[config.mk]
export PLATFORM = sky130hd
export DESIGN_NAME = ptrig_top
export DESIGN_NICKNAME = d
export VERILOG_FILES = /design/src/rtl/ptrig_pkg.sv /design/src/rtl/ptrig_slot.sv /design/src/rtl/ptrig_reduce.sv /design/src/rtl/ptrig_top.sv
export SDC_FILE = /design/constraint.sdc
export NUM_CORES = 1
export LEC_CHECK = 0
export BUFFER_PORTS_ARGS = -buffer_cell sky130_fd_sc_hd__buf_4
export CORE_ASPECT_RATIO = 1.25
export CORE_MARGIN = 8
export CORE_UTILIZATION = 40
export CTS_CLUSTER_DIAMETER = 80
export CTS_CLUSTER_SIZE = 30
export DETAILED_ROUTE_END_ITERATION = 10
export GPL_ROUTABILITY_DRIVEN = 0
export PLACE_DENSITY_LB_ADDON = 0.1
export SLEW_MARGIN = 0
export SYNTH_ARGS = -nofsm -noshare
export SYNTH_HDL_FRONTEND = slang
export SYNTH_SLANG_ARGS = --single-unit
[constraint.sdc]
create_clock -name clk -period 2.7 [get_ports clk]
set_input_delay 0.54 -clock clk [delete_from_list [all_inputs] [get_ports clk]]
set_output_delay 0.54 -clock clk [all_outputs]
set_load 0.01 [all_outputs]
[src/rtl/ptrig_pkg.sv]
`timescale 1ns/1ps
package ptrig_pkg;
  localparam int OP_W = 4;

  typedef enum logic [OP_W-1:0] {
    OP_OFF  = 4'd0,
    OP_RISE = 4'd1,
    OP_FALL = 4'd2,
    OP_CHG  = 4'd3,
    OP_GT   = 4'd4,
    OP_LT   = 4'd5,
    OP_GE   = 4'd6,
    OP_LE   = 4'd7,
    OP_EQ   = 4'd8,
    OP_NE   = 4'd9
  } trig_op_e;

  // a code is live when it names one of the nine operations
  function automatic logic op_live(logic [OP_W-1:0] code);
    return (code >= 4'd1) && (code <= 4'd9);
  endfunction

  // operations that look at the previous sample
  function automatic logic op_history(logic [OP_W-1:0] code);
    return (code >= 4'd1) && (code <= 4'd3);
  endfunction
endpackage

[src/rtl/ptrig_slot.sv]
`timescale 1ns/1ps
module ptrig_slot
  import ptrig_pkg::*;
#(
  parameter int W  = 8,
  parameter int DW = 9
) (
  input  logic          clk,
  input  logic          rst,
  input  logic [W-1:0]  probe,
  input  logic          we_op,
  input  logic          we_arg,
  input  logic [DW-1:0] wdata,
  output logic          hit,
  output logic          active
);
  logic [OP_W-1:0] op_q;
  logic [W-1:0]    arg_q;
  logic [W-1:0]    prev_q;
  logic            hist_ok_q;

  logic            unused_wdata;
  assign unused_wdata = ^wdata;

  // configuration: a write wins over reset so setup can happen in reset
  always_ff @(posedge clk) begin
    if (we_op)    op_q <= wdata[OP_W-1:0];
    else if (rst) op_q <= '0;
  end

  always_ff @(posedge clk) begin
    if (we_arg)   arg_q <= wdata[W-1:0];
    else if (rst) arg_q <= '0;
  end

  // history of the probe
  always_ff @(posedge clk) begin
    if (rst) begin
      prev_q    <= '0;
      hist_ok_q <= 1'b0;
    end else begin
      prev_q    <= probe;
      hist_ok_q <= 1'b1;
    end
  end

  // named events
  logic ev_up, ev_down, ev_moved;
  logic ev_gt, ev_lt, ev_eq;
  assign ev_up    = hist_ok_q && (probe > prev_q);
  assign ev_down  = hist_ok_q && (probe < prev_q);
  assign ev_moved = hist_ok_q && (probe != prev_q);
  assign ev_gt    = probe > arg_q;
  assign ev_lt    = probe < arg_q;
  assign ev_eq    = probe == arg_q;

  always_comb begin
    case (trig_op_e'(op_q))
      OP_RISE: hit = ev_up;
      OP_FALL: hit = ev_down;
      OP_CHG:  hit = ev_moved;
      OP_GT:   hit = ev_gt;
      OP_LT:   hit = ev_lt;
      OP_GE:   hit = !ev_lt;
      OP_LE:   hit = !ev_gt;
      OP_EQ:   hit = ev_eq;
      OP_NE:   hit = !ev_eq;
      default: hit = 1'b0;
    endcase
  end

  assign active = op_live(op_q);

  p_first_sample_quiet_r11: assert property (@(posedge clk) disable iff (rst)
    (!hist_ok_q && op_history(op_q)) |-> !hit);
  p_rise_is_larger_r3: assert property (@(posedge clk) disable iff (rst)
    (op_q == 4'd1 && hit) |-> (probe > prev_q));
  p_fall_is_smaller_r3: assert property (@(posedge clk) disable iff (rst)
    (op_q == 4'd2 && hit) |-> (probe < prev_q));
  p_change_differs_r4: assert property (@(posedge clk) disable iff (rst)
    (op_q == 4'd3 && hit) |-> (probe != prev_q));
  p_reserved_idle_r13: assert property (@(posedge clk) disable iff (rst)
    (op_q > 4'd9) |-> (!active && !hit));
  p_history_tracks_r12: assert property (@(posedge clk) disable iff (rst)
    1'b1 |=> (prev_q == $past(probe)));
endmodule

[src/rtl/ptrig_reduce.sv]
`timescale 1ns/1ps
module ptrig_reduce #(
  parameter int N = 3
) (
  input  logic         clk,
  input  logic         rst,
  input  logic [N-1:0] hits,
  input  logic [N-1:0] act,
  input  logic         and_mode,
  output logic         trig
);
  logic any_act, or_v, and_v, trig_d;

  assign any_act = |act;
  assign or_v    = |(hits & act);
  assign and_v   = &(hits | ~act);
  assign trig_d  = any_act && (and_mode ? and_v : or_v);

  always_ff @(posedge clk) begin
    if (rst) trig <= 1'b0;
    else     trig <= trig_d;
  end

  p_none_enabled_low_r10: assert property (@(posedge clk) disable iff (rst)
    (act == '0) |=> !trig);
  p_or_needs_hit_r8: assert property (@(posedge clk) disable iff (rst)
    (!and_mode && ((hits & act) == '0)) |=> !trig);
  p_and_all_fire_r9: assert property (@(posedge clk) disable iff (rst)
    (and_mode && (act != '0) && ((hits & act) == act)) |=> trig);
  p_and_blocked_r9: assert property (@(posedge clk) disable iff (rst)
    (and_mode && ((~hits & act) != '0)) |=> !trig);
endmodule

[src/rtl/ptrig_top.sv]
`timescale 1ns/1ps
module ptrig_top
  import ptrig_pkg::*;
#(
  parameter int NPROBE = 3,
  parameter int PW [NPROBE] = '{1, 3, 9},
  localparam int TOTAL_W = sum_w(NPROBE),
  localparam int MAXW    = max_w(),
  localparam int DW      = (MAXW > OP_W) ? MAXW : OP_W,
  localparam int AW      = $clog2(NPROBE + 1)
) (
  input  logic               clk,
  input  logic               rst,
  input  logic [TOTAL_W-1:0] probes,
  input  logic               cfg_we,
  input  logic [AW-1:0]      cfg_slot,
  input  logic               cfg_field,
  input  logic [DW-1:0]      cfg_wdata,
  output logic               trig
);
  function automatic int sum_w(int upto);
    int s = 0;
    for (int k = 0; k < upto; k++) s += PW[k];
    return s;
  endfunction

  function automatic int max_w();
    int m = 1;
    for (int k = 0; k < NPROBE; k++) if (PW[k] > m) m = PW[k];
    return m;
  endfunction

  logic [NPROBE-1:0] hit_v, act_v;
  logic              and_q;
  logic              mode_we;

  assign mode_we = cfg_we && (cfg_slot == AW'(NPROBE)) && !cfg_field;

  always_ff @(posedge clk) begin
    if (mode_we)  and_q <= cfg_wdata[0];
    else if (rst) and_q <= 1'b0;
  end

  for (genvar g = 0; g < NPROBE; g++) begin : g_slot
    localparam int WG  = PW[g];
    localparam int OFF = sum_w(g);
    logic sel;
    assign sel = cfg_we && (cfg_slot == AW'(g));

    ptrig_slot #(.W(WG), .DW(DW)) u_slot (
      .clk    (clk),
      .rst    (rst),
      .probe  (probes[OFF +: WG]),
      .we_op  (sel && !cfg_field),
      .we_arg (sel && cfg_field),
      .wdata  (cfg_wdata),
      .hit    (hit_v[g]),
      .active (act_v[g])
    );
  end

  ptrig_reduce #(.N(NPROBE)) u_reduce (
    .clk      (clk),
    .rst      (rst),
    .hits     (hit_v),
    .act      (act_v),
    .and_mode (and_q),
    .trig     (trig)
  );

  p_mode_write_r12: assert property (@(posedge clk)
    mode_we |=> (and_q == $past(cfg_wdata[0])));
  p_reset_low_r1: assert property (@(posedge clk)
    rst |=> !trig);
endmodule

==> impl_results.md <==
- Part of the Yosys area used for sequential elements: 44.3%
- Hold path depth: 2
- IO Port Bufs: 28
- Final Max Tran Viols: 0
- Worst Path Required: about 2900 ps
- Cells on worst reg2reg path: 8
- Area after DPL: 2760 sq um
- R2r setup slk: roughly 540 ps
- IR drop worst, VDD: 0.280 mV
- Top-count cell post-synth: inv_1
- WS Path Type: reg2reg
- Leak: 0.00124 uW
- CP Launch Type: flip-flop
- Vias per inst: 4.74
- DIE HEIGHT: slightly above 100 um
- Syn avg cell area: 9.95 sq um
- Post-synth top flop: edfxtp_1
- Cell Rows: 32
- Initial core utilization: around two fifths
- Sequential share of power: 50.1%
- Status: completed
- Routed length per instance: 12.8 um
- Worst Path Max Fanout: 3
- Yosys top cell by area: edfxtp_1
- Final WL: 4690 um
- CTS tree: yes
- Final cycle utilization of the critical path: 79.8%
- Synth Net Count: 301
- Vias: 1734
- Die width: between 80 and 90 um
- Slew of the pin with the lowest slew margin: 552 ps
- Die area: 8870 sq um
- Mux cell area share after synthesis: about 3.1%
- Antenna-violating nets left: 0
- Diode count: 0
- Setup_tns: 0 ps
- Hold worst-path end: g_slot[2].u_slot.prev_q[5]
- Power Internal: around 1100 uW
- Switch share: 24.9%
- Tmin final: around 2200 ps
- Largest net degree at the start of global routing: 18
- Clk pin slew, worst setup/hold paths: 80 ps
- Synth Warn #: 0
- DRC viols: 0
- Psw: 364 uW
- Commonest cells post-synth: inv_1 (31), ha_1 (28), edfxtp_1 (26)
- Largest family of logic cells by synthesized area: simple AND/OR/NAND/NOR gates
- Reg2Reg Launch Point: g_slot[2].u_slot.arg_q[4]
- Fin Hold WS: between 400 and 500 ps
- Post-Synth Simple-Gate Area: 21.1%
- Final hold viol count: 0
- Pwr per Cell Area: 511 nW/um^2
- Max cap viols: 0
- Share of layout cells above drive strength 1: 16.0%
- #FFs+latches synth: 41
- Final setup viols: 0
- Worst-skew pair later-pin latency: 290 ps
- FMAX: 0.464 GHz
- Layout area overhead: 17.5%
- Post-CTS setup buffer count: 0
- RSZ-0062 raised after global routing: no
- Drt pass-1 iters: 2
- Clk pwr share: 33.5%
- Mapped Area: 2440 sq um
- CTS Sinks: 41
- Post-synthesis compound-gate area fraction: 11.1%
- XOR/XNOR Fraction of Synth Area: 1.08%
- GRT Total Usage: a little under an eighth
- Cts hold-fix bufs: 0
- Num CTS Buffers: 5
- IO Pins: 29
- Hold Path Class: in2reg
- Relative slew slack: 62.8%
- DRT iter0 DRCs: 51
- Final instance area: ~2900 sq um
- Root buffer cell: clkbuf_8
- Clk_skew: ~2.1 ps
- Critical path endpoint category: flip-flop
- Reg2Reg Capture Point: u_reduce.trig
- Post-cts resize count: 0
- Top cells by area, synth: edfxtp_1 (32%), ha_1 (14%), dfxtp_1 (12%)
- Global-route wire length before repair: just under 8000 um
- H-tree levels: 2
- Synth top area share: 32.0%
- GRT overflow: 0
- Hold_sp: probes[9]
- Vias in the first global route: 1677
- Adder-cell share of the synthesized area: 14.4%
- Core ar.: 6050 sq um
- Total Power: ~1500 uW
- Post-Synthesis Cells: 245
- Max clock buf depth: 2
- Post-DP HPWL: 3740 um
- Initial antenna violation count: 0
- Layout net count: 336
- Critical path arrival: between 2000 and 2500 ps
- Ys async rst share: 0%
- Unique masters post-synth: 41
- Number of synthesized flops with an enable pin: 26
- Part of the power in combinational logic: ~16%
[state kept, by name, summed over array words and instances, names as in the netlist]
name / cells
g_slot.u_slot.arg_q: 13
and_q: 1
g_slot.u_slot.op_q: 12
g_slot.u_slot.prev_q: 13
g_slot.u_slot.hist_ok_q: 1
u_reduce.trig: 1
[placed cells by master, fill, tap and decap left out, types with 2 or more instances in the layout]
cell type and instances:
dfxtp_1 15, inv_1 31, mux2i_1 5, and2_1 24, o21bai_1 2, clkbuf_8 5
nand2_1 10, o21ai_0 9, nor2_1 19, xnor2_1 2, a22o_1 2, o211ai_1 2
buf_4 29, nand4_1 5, ha_1 28, nand3_1 6, nand2b_1 4, nor3_1 6
or2_2 4, nor2b_1 13, edfxtp_1 26, a211oi_1 2, a21oi_1 10
[worst max path at each step]
stage,startpoint,endpoint,slack (ps),cells past startpoint
4_1_cts,probes[9],u_reduce.trig,550,9
3_5_place_dp,probes[9],u_reduce.trig,250,9
6_report,g_slot[2].u_slot.arg_q[4],u_reduce.trig,540,8
2_1_floorplan,probes[9],u_reduce.trig,510,8
5_1_grt,g_slot[2].u_slot.arg_q[2],u_reduce.trig,440,9
3_3_place_gp,probes[9],u_reduce.trig,300,9
[final cells by class]
type | count | area [sq um]
Timing Repair Buffer | 29 | 218
Clock inverter | 2 | 35.0
Sequential cell | 41 | 1080
Inverter | 31 | 116
Tap cell | 85 | 106
Fill cell | 593 | 3180
Clock buffer | 6 | 72.6
Multi-Input combinational cell | 172 | 1240
[worst max-delay path: stages, from the launching register on]
cell	delay [ps]
edfxtp_1	370
inv_1	80
ha_1	250
a22o_1	220
o41ai_1	460
o2bb2ai_1	170
nand3_1	90
o21bai_1	160
a211o_1	260
[cell families after synthesis]
kind of cell               after synthesis
AOI/OAI and AO/OA                       39
xor gates and xnor gates                 3
DFF                                     41
muxes                                    7
buffers and inverters                   32
and+or+nand+nor                         95
adders and majority gates               28
[power groups by stage]
stage | sequential, uW | clock, uW | combinational (uW)
3_3_place_gp | 749 | 0 | 244
3_5_place_dp | 750 | 0 | 244
6_report | 734 | 490 | 241
5_1_grt | 740 | 531 | 275
4_1_cts | 735 | 504 | 245
2_1_floorplan | 742 | 0 | 159
[stage by stage]
step | cells | worst slack [ps] | util, %
after floorplan | 245 | 511 | -
after global placement | 358 | 297 | 45.6
after detailed placement | 358 | 250 | 45.6
after CTS | 366 | 555 | 47.4
after global routing | 366 | 445 | 47.4
final | 366 | 544 | 47.4
[metal layers]
metal | GRT usage [%] | vias up | share of wire [%]
li1 | - | 921 | -
met1 | 13.6 | 784 | 48
met2 | 19.0 | 24 | 47
met3 | 3.08 | 5 | 3.5
met4 | 4.46 | 0 | 1.3
met5 | 0 | - | 0
No activity file was read; power rests on OpenSTA's default activity.
